===== src/rtl/rbfc_pkg.sv =====
package rbfc_pkg;

    typedef enum logic [1:0] {
        ACT_NONE    = 2'd0,
        ACT_PAUSE   = 2'd1,
        ACT_COLLIDE = 2'd2
    } thr_action_e;

    typedef struct packed {
        logic add;
        logic take;
    } credit_ev_t;

    function automatic thr_action_e pick_action(input logic rx_en,
                                                input logic full_dup,
                                                input logic at_or_below);
        thr_action_e a;
        if (!(rx_en && at_or_below))
            a = ACT_NONE;
        else if (full_dup)
            a = ACT_PAUSE;
        else
            a = ACT_COLLIDE;
        return a;
    endfunction

endpackage


===== src/rtl/rbfc_credit_ctr.sv =====
module rbfc_credit_ctr
    import rbfc_pkg::*;
#(
    parameter int CNT_W = 8
) (
    input  logic             clk,
    input  logic             rst,
    input  credit_ev_t       ev,
    input  logic [CNT_W-1:0] add_amt,
    output logic [CNT_W-1:0] count_q,
    output logic [CNT_W-1:0] count_nxt,
    output logic             underflow_q
);
    localparam int SUM_W = CNT_W + 1;
    localparam logic [SUM_W-1:0] MAX_CNT = SUM_W'((1 << CNT_W) - 1);

    logic [SUM_W-1:0] sum_w;
    logic [SUM_W-1:0] net_w;
    logic             empty_hit;

    always_comb begin
        sum_w     = {1'b0, count_q} + (ev.add ? {1'b0, add_amt} : '0);
        empty_hit = 1'b0;
        net_w     = sum_w;
        if (ev.take) begin
            if (sum_w == '0)
                empty_hit = 1'b1;
            else
                net_w = sum_w - 1'b1;
        end
        if (net_w > MAX_CNT)
            count_nxt = MAX_CNT[CNT_W-1:0];
        else
            count_nxt = net_w[CNT_W-1:0];
    end

    always_ff @(posedge clk) begin
        if (rst) begin
            count_q     <= '0;
            underflow_q <= 1'b0;
        end else begin
            count_q <= count_nxt;
            if (empty_hit)
                underflow_q <= 1'b1;
        end
    end

    // single take lowers the count by one
    assert_take_one_R1: assert property (@(posedge clk) disable iff (rst)
        (ev.take && !ev.add && count_q != '0) |=> count_q == CNT_W'($past(count_q) - 1'b1));

    // add without overflow sums into the count
    assert_add_sum_R2: assert property (@(posedge clk) disable iff (rst)
        (ev.add && !ev.take && ({1'b0, count_q} + {1'b0, add_amt}) <= MAX_CNT)
        |=> count_q == CNT_W'($past(count_q) + $past(add_amt)));

    // simultaneous add and take give add minus one
    assert_both_net_R3: assert property (@(posedge clk) disable iff (rst)
        (ev.add && ev.take && add_amt != '0 && ({1'b0, count_q} + {1'b0, add_amt}) <= MAX_CNT + 1'b1)
        |=> count_q == CNT_W'($past(count_q) + $past(add_amt) - 1'b1));

    // underflow flag is sticky
    assert_underflow_sticky_R4: assert property (@(posedge clk) disable iff (rst)
        underflow_q |=> underflow_q);

    // take on empty sets the flag and keeps zero
    assert_empty_take_R4: assert property (@(posedge clk) disable iff (rst)
        (ev.take && count_q == '0 && (!ev.add || add_amt == '0)) |=> (underflow_q && count_q == '0));

endmodule


===== src/rtl/rbfc_throttle.sv =====
module rbfc_throttle
    import rbfc_pkg::*;
#(
    parameter int CNT_W    = 8,
    parameter int COLCNT_W = 16
) (
    input  logic                clk,
    input  logic                rst,
    input  logic                rx_fc_en,
    input  logic                full_duplex,
    input  logic [CNT_W-1:0]    thresh,
    input  logic [CNT_W-1:0]    count_nxt,
    input  logic                rx_sof,
    output logic                pause_req,
    output logic                force_col,
    output logic                col_pulse,
    output logic [COLCNT_W-1:0] col_count
);
    thr_action_e act_nxt;
    thr_action_e act_q;

    always_comb begin
        act_nxt = pick_action(rx_fc_en, full_duplex, count_nxt <= thresh);
    end

    always_ff @(posedge clk) begin
        if (rst) begin
            act_q     <= ACT_NONE;
            col_pulse <= 1'b0;
            col_count <= '0;
        end else begin
            act_q     <= act_nxt;
            col_pulse <= (act_q == ACT_COLLIDE) && rx_sof;
            if ((act_q == ACT_COLLIDE) && rx_sof)
                col_count <= col_count + 1'b1;
        end
    end

    assign pause_req = (act_q == ACT_PAUSE);
    assign force_col = (act_q == ACT_COLLIDE);

    // the two throttle forms never coexist
    assert_one_form_R6: assert property (@(posedge clk) disable iff (rst)
        !(pause_req && force_col));

    // a collision pulse needs a forced collision and a frame start
    assert_col_cause_R7: assert property (@(posedge clk) disable iff (rst)
        col_pulse |-> ($past(force_col) && $past(rx_sof)));

    // the counter advances with each pulse
    assert_col_count_R7: assert property (@(posedge clk) disable iff (rst)
        (force_col && rx_sof) |=> col_count == COLCNT_W'($past(col_count) + 1'b1));

endmodule


===== src/rtl/rbfc_pause_timer.sv =====
module rbfc_pause_timer #(
    parameter int QUANTA_W = 16,
    parameter int PRESC_W  = 8
) (
    input  logic                clk,
    input  logic                rst,
    input  logic                tx_fc_en,
    input  logic [PRESC_W-1:0]  prescale,
    input  logic                pause_valid,
    input  logic [QUANTA_W-1:0] pause_quanta,
    output logic                tx_hold
);
    logic [QUANTA_W-1:0] quanta_left;
    logic [PRESC_W-1:0]  pre_cnt;
    logic [PRESC_W-1:0]  pre_last;

    always_comb begin
        pre_last = (prescale == '0) ? '0 : prescale - 1'b1;
    end

    always_ff @(posedge clk) begin
        if (rst || !tx_fc_en) begin
            quanta_left <= '0;
            pre_cnt     <= '0;
        end else if (pause_valid) begin
            quanta_left <= pause_quanta;
            pre_cnt     <= '0;
        end else if (quanta_left != '0) begin
            if (pre_cnt >= pre_last) begin
                pre_cnt     <= '0;
                quanta_left <= quanta_left - 1'b1;
            end else begin
                pre_cnt <= pre_cnt + 1'b1;
            end
        end
    end

    assign tx_hold = (quanta_left != '0);

    // an accepted non-zero pause starts a hold
    assert_hold_start_R8: assert property (@(posedge clk) disable iff (rst)
        (tx_fc_en && pause_valid && pause_quanta != '0) |=> tx_hold);

    // with transmit flow control off, no hold
    assert_hold_ignored_R9: assert property (@(posedge clk) disable iff (rst)
        !tx_fc_en |=> !tx_hold);

endmodule


===== src/rtl/rbfc_top.sv =====
module rbfc_top
    import rbfc_pkg::*;
#(
    parameter int CNT_W    = 8,
    parameter int QUANTA_W = 16,
    parameter int PRESC_W  = 8,
    parameter int COLCNT_W = 16
) (
    input  logic                clk,
    input  logic                rst,
    input  logic                cfg_full_duplex,
    input  logic                cfg_rx_fc_en,
    input  logic                cfg_tx_fc_en,
    input  logic [CNT_W-1:0]    cfg_thresh,
    input  logic [PRESC_W-1:0]  cfg_prescale,
    input  logic                sw_add_valid,
    input  logic [CNT_W-1:0]    sw_add_cnt,
    input  logic                dma_take,
    input  logic                rx_sof,
    input  logic                rx_pause_valid,
    input  logic [QUANTA_W-1:0] rx_pause_quanta,
    output logic [CNT_W-1:0]    free_count,
    output logic                underflow,
    output logic                pause_req,
    output logic                force_col,
    output logic                col_pulse,
    output logic [COLCNT_W-1:0] col_count,
    output logic                tx_hold
);
    credit_ev_t       ev;
    logic [CNT_W-1:0] count_nxt;

    assign ev.add  = sw_add_valid;
    assign ev.take = dma_take;

    rbfc_credit_ctr #(.CNT_W(CNT_W)) u_ctr (
        .clk        (clk),
        .rst        (rst),
        .ev         (ev),
        .add_amt    (sw_add_cnt),
        .count_q    (free_count),
        .count_nxt  (count_nxt),
        .underflow_q(underflow)
    );

    rbfc_throttle #(.CNT_W(CNT_W), .COLCNT_W(COLCNT_W)) u_thr (
        .clk        (clk),
        .rst        (rst),
        .rx_fc_en   (cfg_rx_fc_en),
        .full_duplex(cfg_full_duplex),
        .thresh     (cfg_thresh),
        .count_nxt  (count_nxt),
        .rx_sof     (rx_sof),
        .pause_req  (pause_req),
        .force_col  (force_col),
        .col_pulse  (col_pulse),
        .col_count  (col_count)
    );

    rbfc_pause_timer #(.QUANTA_W(QUANTA_W), .PRESC_W(PRESC_W)) u_pt (
        .clk         (clk),
        .rst         (rst),
        .tx_fc_en    (cfg_tx_fc_en),
        .prescale    (cfg_prescale),
        .pause_valid (rx_pause_valid),
        .pause_quanta(rx_pause_quanta),
        .tx_hold     (tx_hold)
    );

    // any throttle output implies rx enable and count at or below threshold
    assert_throttle_level_R5: assert property (@(posedge clk) disable iff (rst)
        (pause_req || force_col) |-> ($past(cfg_rx_fc_en) && free_count <= $past(cfg_thresh)));

    // count above threshold with rx enabled releases throttling
    assert_throttle_release_R5: assert property (@(posedge clk) disable iff (rst)
        (free_count > $past(cfg_thresh)) |-> !(pause_req || force_col));

    // reset clears state and outputs
    assert_reset_clear_R10: assert property (@(posedge clk)
        rst |=> (free_count == '0 && !underflow && !pause_req && !force_col
                 && !col_pulse && col_count == '0 && !tx_hold));

endmodule


===== config.mk =====
export PLATFORM = sky130hd
export DESIGN_NAME = rbfc_top
export DESIGN_NICKNAME = d
export VERILOG_FILES = /design/src/rtl/rbfc_pkg.sv /design/src/rtl/rbfc_credit_ctr.sv /design/src/rtl/rbfc_throttle.sv /design/src/rtl/rbfc_pause_timer.sv /design/src/rtl/rbfc_top.sv
export SDC_FILE = /design/constraint.sdc
export NUM_CORES = 1
export LEC_CHECK = 0
export ABC_CLOCK_PERIOD_IN_PS = 5800
export BUFFER_PORTS_ARGS = -buffer_cell sky130_fd_sc_hd__buf_2
export CORE_ASPECT_RATIO = 0.9
export CORE_MARGIN = 4
export CORE_UTILIZATION = 35
export DETAILED_ROUTE_END_ITERATION = 16
export PLACE_DENSITY_LB_ADDON = 0.12
export SETUP_SLACK_MARGIN = 0.3
export SLEW_MARGIN = 0
export SYNTH_ARGS = -nofsm -noshare
export SYNTH_HDL_FRONTEND = slang
export SYNTH_SLANG_ARGS = --single-unit

===== constraint.sdc =====
create_clock -name clk -period 5.8 [get_ports clk]
set_clock_uncertainty 0.2 [all_clocks]
set_input_delay 0.29 -clock clk [delete_from_list [all_inputs] [get_ports clk]]
set_output_delay 0.29 -clock clk [all_outputs]
set_load 0.005 [all_outputs]

## After elaboration in Yosys (flattened, before gate mapping)

Index checks and enable logic that the tools add are counted.

- Add/sub/neg operators: 6
- $lt $le $gt $ge: 3
- Eq/ne operators: 2
- Muxes and demuxes: 12
- Bitwise operators: 1
- Reductions and logical operators: 12

Operator list:

| cell | count |
|---|---|
| 16-bit 2-to-1 mux | 3 |
| 8-bit 2-to-1 mux | 4 |
| 9-bit 2-to-1 mux | 2 |
| 16-bit by 1-bit adder with 16-bit output, second input constant | 1 |
| 16-bit nonzero test | 1 |
| 16-bit by 1-bit subtractor with 16-bit output, second input constant | 1 |
| 8-bit by 9-bit adder with 9-bit output | 1 |
| 9-bit by 8-bit greater-than comparator with 1-bit output, second input constant | 1 |
| 9-bit logical NOT | 1 |
| 9-bit by 1-bit subtractor with 9-bit output, second input constant | 1 |
| 8-bit by 1-bit adder with 8-bit output, second input constant | 1 |
| 8-bit >= comparator | 1 |
| 8-bit <= comparator | 1 |
| 8-bit logical NOT | 1 |
| 8-bit by 1-bit subtractor with 8-bit output, second input constant | 1 |
| 2-bit nonzero test | 2 |
| 2-bit OR reduction | 2 |
| 2-bit by 1-bit equality test with 1-bit output, second input constant | 1 |
| 2-bit equality test, second input constant | 1 |
| 1-bit logical AND | 2 |
| 1-bit 2-to-1 mux | 2 |
| 2-bit 2-to-1 mux | 1 |
| 2-bit AND reduction | 1 |
| 1-bit logical NOT | 1 |
| 2 further kinds | 2 |

- Bits in registers: 52
- Bits of input ports: 49
- Output and inout bits: 29
- Word-level logic and storage cells: 43

## Depth between registers and ports, before layout

- Depth in word-level cells: 11
- Depth in mapped cells: 20
- Mapped depth without buffers: 20

## Cells and area by module

From an unflattened synthesis, not the netlist that was laid out.

- Cells, all modules: 448
- Area total of the unflattened synthesis: 3694.8 um2

Modules (own cells, without submodules):

| module | times used | cells each | area each (um2) | sequential area each (um2) |
|---|---|---|---|---|
| rbfc_pause_timer | 1 | 200 | 1630.3 | 480.5 |
| rbfc_credit_ctr | 1 | 128 | 1036.0 | 180.2 |
| rbfc_throttle | 1 | 120 | 1028.5 | 380.4 |

## Least setup slack after synthesis

OpenSTA, ideal clock, no wires.

- Path kind: input -> register
- From: in sw_add_valid
- To: reg u_thr.act_q[0]
- Library setup time: 0.091 ns
- Arrival: 3.913 ns
- Required time: 5.509 ns
- Setup slack: 1.595 ns
- Cell stages on the path: 20
- Path buffers: 0
- Cell sequence: and2_1 -> ha_1 -> fa_1 -> nand3_2 -> and2_1 -> o211ai_1 -> a211o_1 -> nor4_4 -> or2b_1 -> mux2_1 -> nand2_1 -> ha_1 -> nor2b_1 -> o21a_1 -> o21ai_0 -> nand2b_1 -> a21oi_1 -> o21a_1 -> a21oi_1 -> nor4bb_1

- Cells in the longest elaborated chain, start to end: 11
- Elaborated cells on any way between the ends: 12
- Those cells by class: add/sub (2); order compare (2); mux (4); bitwise (1); reduce/logical (3)

Ends and longest elaborated chain:

| element | line | RTL |
|---|---|---|
| start, declared | rbfc_top.sv:16 | `input logic sw_add_valid,` |
| 8-bit 2-to-1 mux * | rbfc_credit_ctr.sv:22 | `sum_w = {1'b0, count_q} + (ev.add ? {1'b0, add_amt} : '0);` |
| 8-bit by 9-bit adder with 9-bit output * | rbfc_credit_ctr.sv:22 |  |
| 9-bit by 1-bit subtractor with 9-bit output or 9-bit logical NOT (tied branches) | rbfc_credit_ctr.sv:29, rbfc_credit_ctr.sv:26 |  |
| 9-bit 2-to-1 mux | rbfc_credit_ctr.sv:26 | `if (sum_w == '0)` |
| 9-bit 2-to-1 mux * | rbfc_credit_ctr.sv:25 | `if (ev.take) begin` |
| 9-bit by 8-bit greater-than comparator with 1-bit output | rbfc_credit_ctr.sv:31 | `if (net_w > MAX_CNT)` |
| 8-bit 2-to-1 mux * | rbfc_credit_ctr.sv:31 |  |
| net count_nxt[1] | rbfc_top.sv:31 | `logic [CNT_W-1:0] count_nxt;` |
| 8-bit <= comparator * | rbfc_throttle.sv:23 | `act_nxt = pick_action(rx_fc_en, full_duplex, count_nxt <= thresh);` |
| 1-bit logical AND * | rbfc_pkg.sv:18 | `if (!(rx_en && at_or_below))` |
| 1-bit inverter (no source line) * | - |  |
| 2-bit OR reduction (no source line) * | - |  |
| end signal, assigned | rbfc_throttle.sv:32 | `act_q <= act_nxt;` |
| end, declared | rbfc_throttle.sv:20 | `thr_action_e act_q;` |

The timed path passes the listed nets; every way through them passes the cells marked *.
A chain may end at the register's enable or synchronous reset.

## Final worst setup path

- From: reg u_ctr.count_q[5]
- To: reg u_thr.act_q[0]

- Cells in the longest elaborated chain, start to end: 10
- Elaborated cells on any way between the ends: 11
- Those cells by class: add/sub (2); order compare (2); mux (3); bitwise (1); reduce/logical (3)

Ends and longest elaborated chain:

| element | line | RTL |
|---|---|---|
| start, declared | rbfc_credit_ctr.sv:10 | `output logic [CNT_W-1:0] count_q,` |
| start signal, assigned | rbfc_credit_ctr.sv:42 | `count_q <= count_nxt;` |
| 8-bit by 9-bit adder with 9-bit output * | rbfc_credit_ctr.sv:22 |  |
| 9-bit by 1-bit subtractor with 9-bit output or 9-bit logical NOT (tied branches) | rbfc_credit_ctr.sv:29, rbfc_credit_ctr.sv:26 |  |
| 9-bit 2-to-1 mux | rbfc_credit_ctr.sv:26 |  |
| 9-bit 2-to-1 mux * | rbfc_credit_ctr.sv:25 |  |
| 9-bit by 8-bit greater-than comparator with 1-bit output | rbfc_credit_ctr.sv:31 |  |
| 8-bit 2-to-1 mux * | rbfc_credit_ctr.sv:31 |  |
| net count_nxt[1] | rbfc_top.sv:31 |  |
| 8-bit <= comparator * | rbfc_throttle.sv:23 |  |
| 1-bit logical AND * | rbfc_pkg.sv:18 |  |
| 1-bit inverter (no source line) * | - |  |
| 2-bit OR reduction (no source line) * | - |  |

Marks and branches as above.

==> metrics.cfg <==
[clocking]
cts_tree = built
cts_root_buf = clkbuf_8
clock_path_buffers = 2
path_clk_slew_ns = 0.09
numCtsBuffers = 5
clock_latency_ns = 0.30
clock_sinks = 52
cts_resized = 0
htree_levels = 2

[synth]
syn_inst = 432
synth-edff-count = 0
yosys.area_share.simple_pct = 28.5
muxShareOfSynthArea_pct = 2.02
ys_types = 58
ys_seq_area_share_pct = 29.5
yosys_warnings = 0
async_reset_ff_share_pct = 0
synth_compound_area_share_pct = 13.4
synth-xor-area-share_pct = 10.7
synth_fa_ha_area_share_pct = 11.6
ys_ff_latch = 52
synth_top_family_by_area = simple AND/OR/NAND/NOR gates
synth_area_um2 = 3530
synth_nets = 513
syn_avg_cell_area_um2 = 8.17
synth_flop_cell = dfxtp_1

[outcome]
outcome = finished clean

[timing]
rsz0062_at_grt = no
maxSlewViolCount = 0
slew_headroom_pct = 46.4
whs_ns = 0.0218
worst_pin_slew_ns = 0.802
fin_crit_sh_pct = 78.3
setup_viol = 0
setup_tns_ns = 0
fin_ws_ns = 1.26
period_needed_ns = 4.54
hold_viol = 0
max_freq_mhz = 220

[job]
maxCapViolations = 0

[routing]
drc = 0
dr.pass1.iters = 4
drtAntennaViolNets = 0
via_count = 3106
first_iter_violations = 141
vias_per_cell = 4.95
drt-total-wl_mm = 8.12
wl_per_cell_um = 12.9

[setup_path]
worstSetupPathType = flop to flop
critPathMaxFanout = 12
cp_slowest_cell = mux2i_1
required_ns = 5.81
cp-end-kind = flop
crit_arrival_ns = 4.55
slowest_delay_ns = 0.68
startpoint_type = flop
worstPathCellList = ha_1, and3b_1, a2111oi_2, o211ai_1, a211o_1, nor3_1, mux2i_1, nand2_1, ha_1, nor2b_1, o21a_1, o21ai_0, nand2b_1, a21oi_1, o21a_1, a21oi_1, nor4bb_1

[power]
ir_drop_uv = 125
leakagePower_nw = 1.79
p_per_area_nw_per_um2 = 300

[placed_design]
dp.final_hpwl_mm = 6.34
port-buffer-count = 77
gp_congestion = 0.771
place_ws_ns = 0.991

[die]
die_area_um2 = 11800
die_h_um = 103
core_area_um2 = 9740
floorplan.initialDensity_pct = 36.2
io_pins = 78
num_rows = 34
die_w_um = 114

[global_route]
grt_pass1_wl_mm = 13.5
antenna_found_initial = 0
gr-total-overflow = 0
grt_pass1_vias = 2913
grt_start_max_net_pins = 31
grt_util_all_layers_pct = 14.0

[cells_and_area]
n_antenna_cell = 0
drive_above_1_share_pct = 18.3
fill_cells = 1035
syn2layout_area_growth_pct = 16.5
nNetsFinal = 582
final_util_pct = 42.2

[hold_path]
min-delay-path-class = input pin to flop

[layout make-up]
class | count | area, um2 | area share (%)
Clock inverter | 2 | 35.0 | 0.852
Clock buffer | 6 | 72.6 | 1.76
Timing Repair Buffer | 78 | 395 | 9.61
Inverter | 21 | 78.8 | 1.92
Multi-Input combinational cell | 343 | 2330 | 56.7
Tap cell | 126 | 158 | 3.83
Sequential cell | 52 | 1040 | 25.3
[final timing paths]
path                               end  depth (start not counted)  slack, ns           startpoint
hold / removal    u_pt.quanta_left[15]                          3       0.02  rx_pause_quanta[15]
hold reg to reg     u_thr.col_count[7]                          2       0.31   u_thr.col_count[7]
setup reg to reg        u_thr.act_q[0]                         17       1.26     u_ctr.count_q[5]
setup / recovery        u_thr.act_q[0]                         17       1.26     u_ctr.count_q[5]
[through the flow]
| step | cells | area (um2) | power [W] |
|---|---|---|---|
| CTS | 628 | 4110 | 0.00125 |
| global placement | 619 | 4000 | 0.000989 |
| finish | 628 | 4110 | 0.00124 |
| detailed placement | 619 | 4000 | 0.000994 |
| global route | 628 | 4110 | 0.00136 |
| floorplan | 432 | 3530 | 0.000853 |
[routing by layer]
| metal | vias to the layer above | routed length (um) | track usage [%] |
|---|---|---|---|
| met3 | 6 | 258 | 2.85 |
| li1 | 1647 | - | - |
| met2 | 34 | 3680 | 23.3 |
| met1 | 1419 | 4110 | 18.8 |
| met5 | - | 0 | 0 |
| met4 | 0 | 70 | 3.01 |
[critical path: cells and delay by family (launching register included)]
family,cells,cell delay (ns)
fa+ha+maj,2,0.76
mux,1,0.68
simple gates,6,1.05
flops,1,0.33
compound gates,8,1.44
[power by group]
part           internal [W]  leakage, nW  switching, W
clock              0.000128       0.0552      0.000121
combinational      0.000251         1.31      0.000317
sequential         0.000390        0.423     0.0000266
total              0.000770         1.79      0.000465
[cell usage after synthesis (2+ instances only)]
master / instances / share of area (%)
dfxtp_1: 52 / 29
nor2_1: 43 / 4.6
ha_1: 31 / 11
nand2_1: 31 / 3.3
a21oi_1: 27 / 3.8
xor2_1: 23 / 5.7
inv_1: 21 / 2.2
xnor2_1: 20 / 5.0
o21ai_0: 19 / 2.7
nand3_1: 16 / 2.3
nor3_1: 14 / 2.0
and2_1: 13 / 2.3
nor2b_1: 13 / 2.3
clkbuf_1: 9 / 0.96
nand4_1: 9 / 1.6
and3_1: 6 / 1.1
mux2i_1: 6 / 1.7
nor3b_1: 6 / 1.3
a211oi_1: 5 / 1.1
a21o_1: 5 / 1.1
nand2b_1: 5 / 0.89
nor4_1: 5 / 0.89
buf_2: 4 / 0.57
o211ai_1: 4 / 0.85
or3_1: 4 / 0.71
nand4b_1: 3 / 0.74
nor4b_1: 3 / 0.74
o21a_1: 3 / 0.64
o21bai_1: 2 / 0.43
or2_2: 2 / 0.35
[cells in the final DEF (no fill, tap or decap), drive strengths merged, types with 3 or more instances in the layout]
cell    instances
nand4           9
inv            21
dfxtp          52
and2           13
or2             3
nor2b          13
or3             5
o21a            3
o21ai          19
nand2b          5
ha             31
and3            6
mux2i           6
a211oi          5
nand3          17
o211ai          4
nand2          31
nor4            6
nor4b           3
nand4b          3
xnor2          20
a21oi          27
a21o            5
nor3           15
nor2           43
buf            77
xor2           23
nor3b           6
clkbuf          6
[timing repair]
action,in CTS,in global routing
hold buffers,1,0
buffers inserted,0,0
endpoints found under the hold margin,1,0
[logic make-up (layout without fill, tap and decap cells)]
family          Yosys count  in the layout
simple gates            185            185
fa+ha+maj                32             32
buf+inv                  37            107
mux                       7              7
flops                    52             52
compound gates           76             76
xor+xnor                 43             43
[registers in the layout (all words and copies together), names as in the netlist]
signal	count
u_ctr.underflow_q	1
u_thr.act_q	2
u_thr.col_count	16
u_ctr.count_q	8
u_thr.col_pulse	1
u_pt.quanta_left	16
u_pt.pre_cnt	8
(Power assumes the default switching activity.)
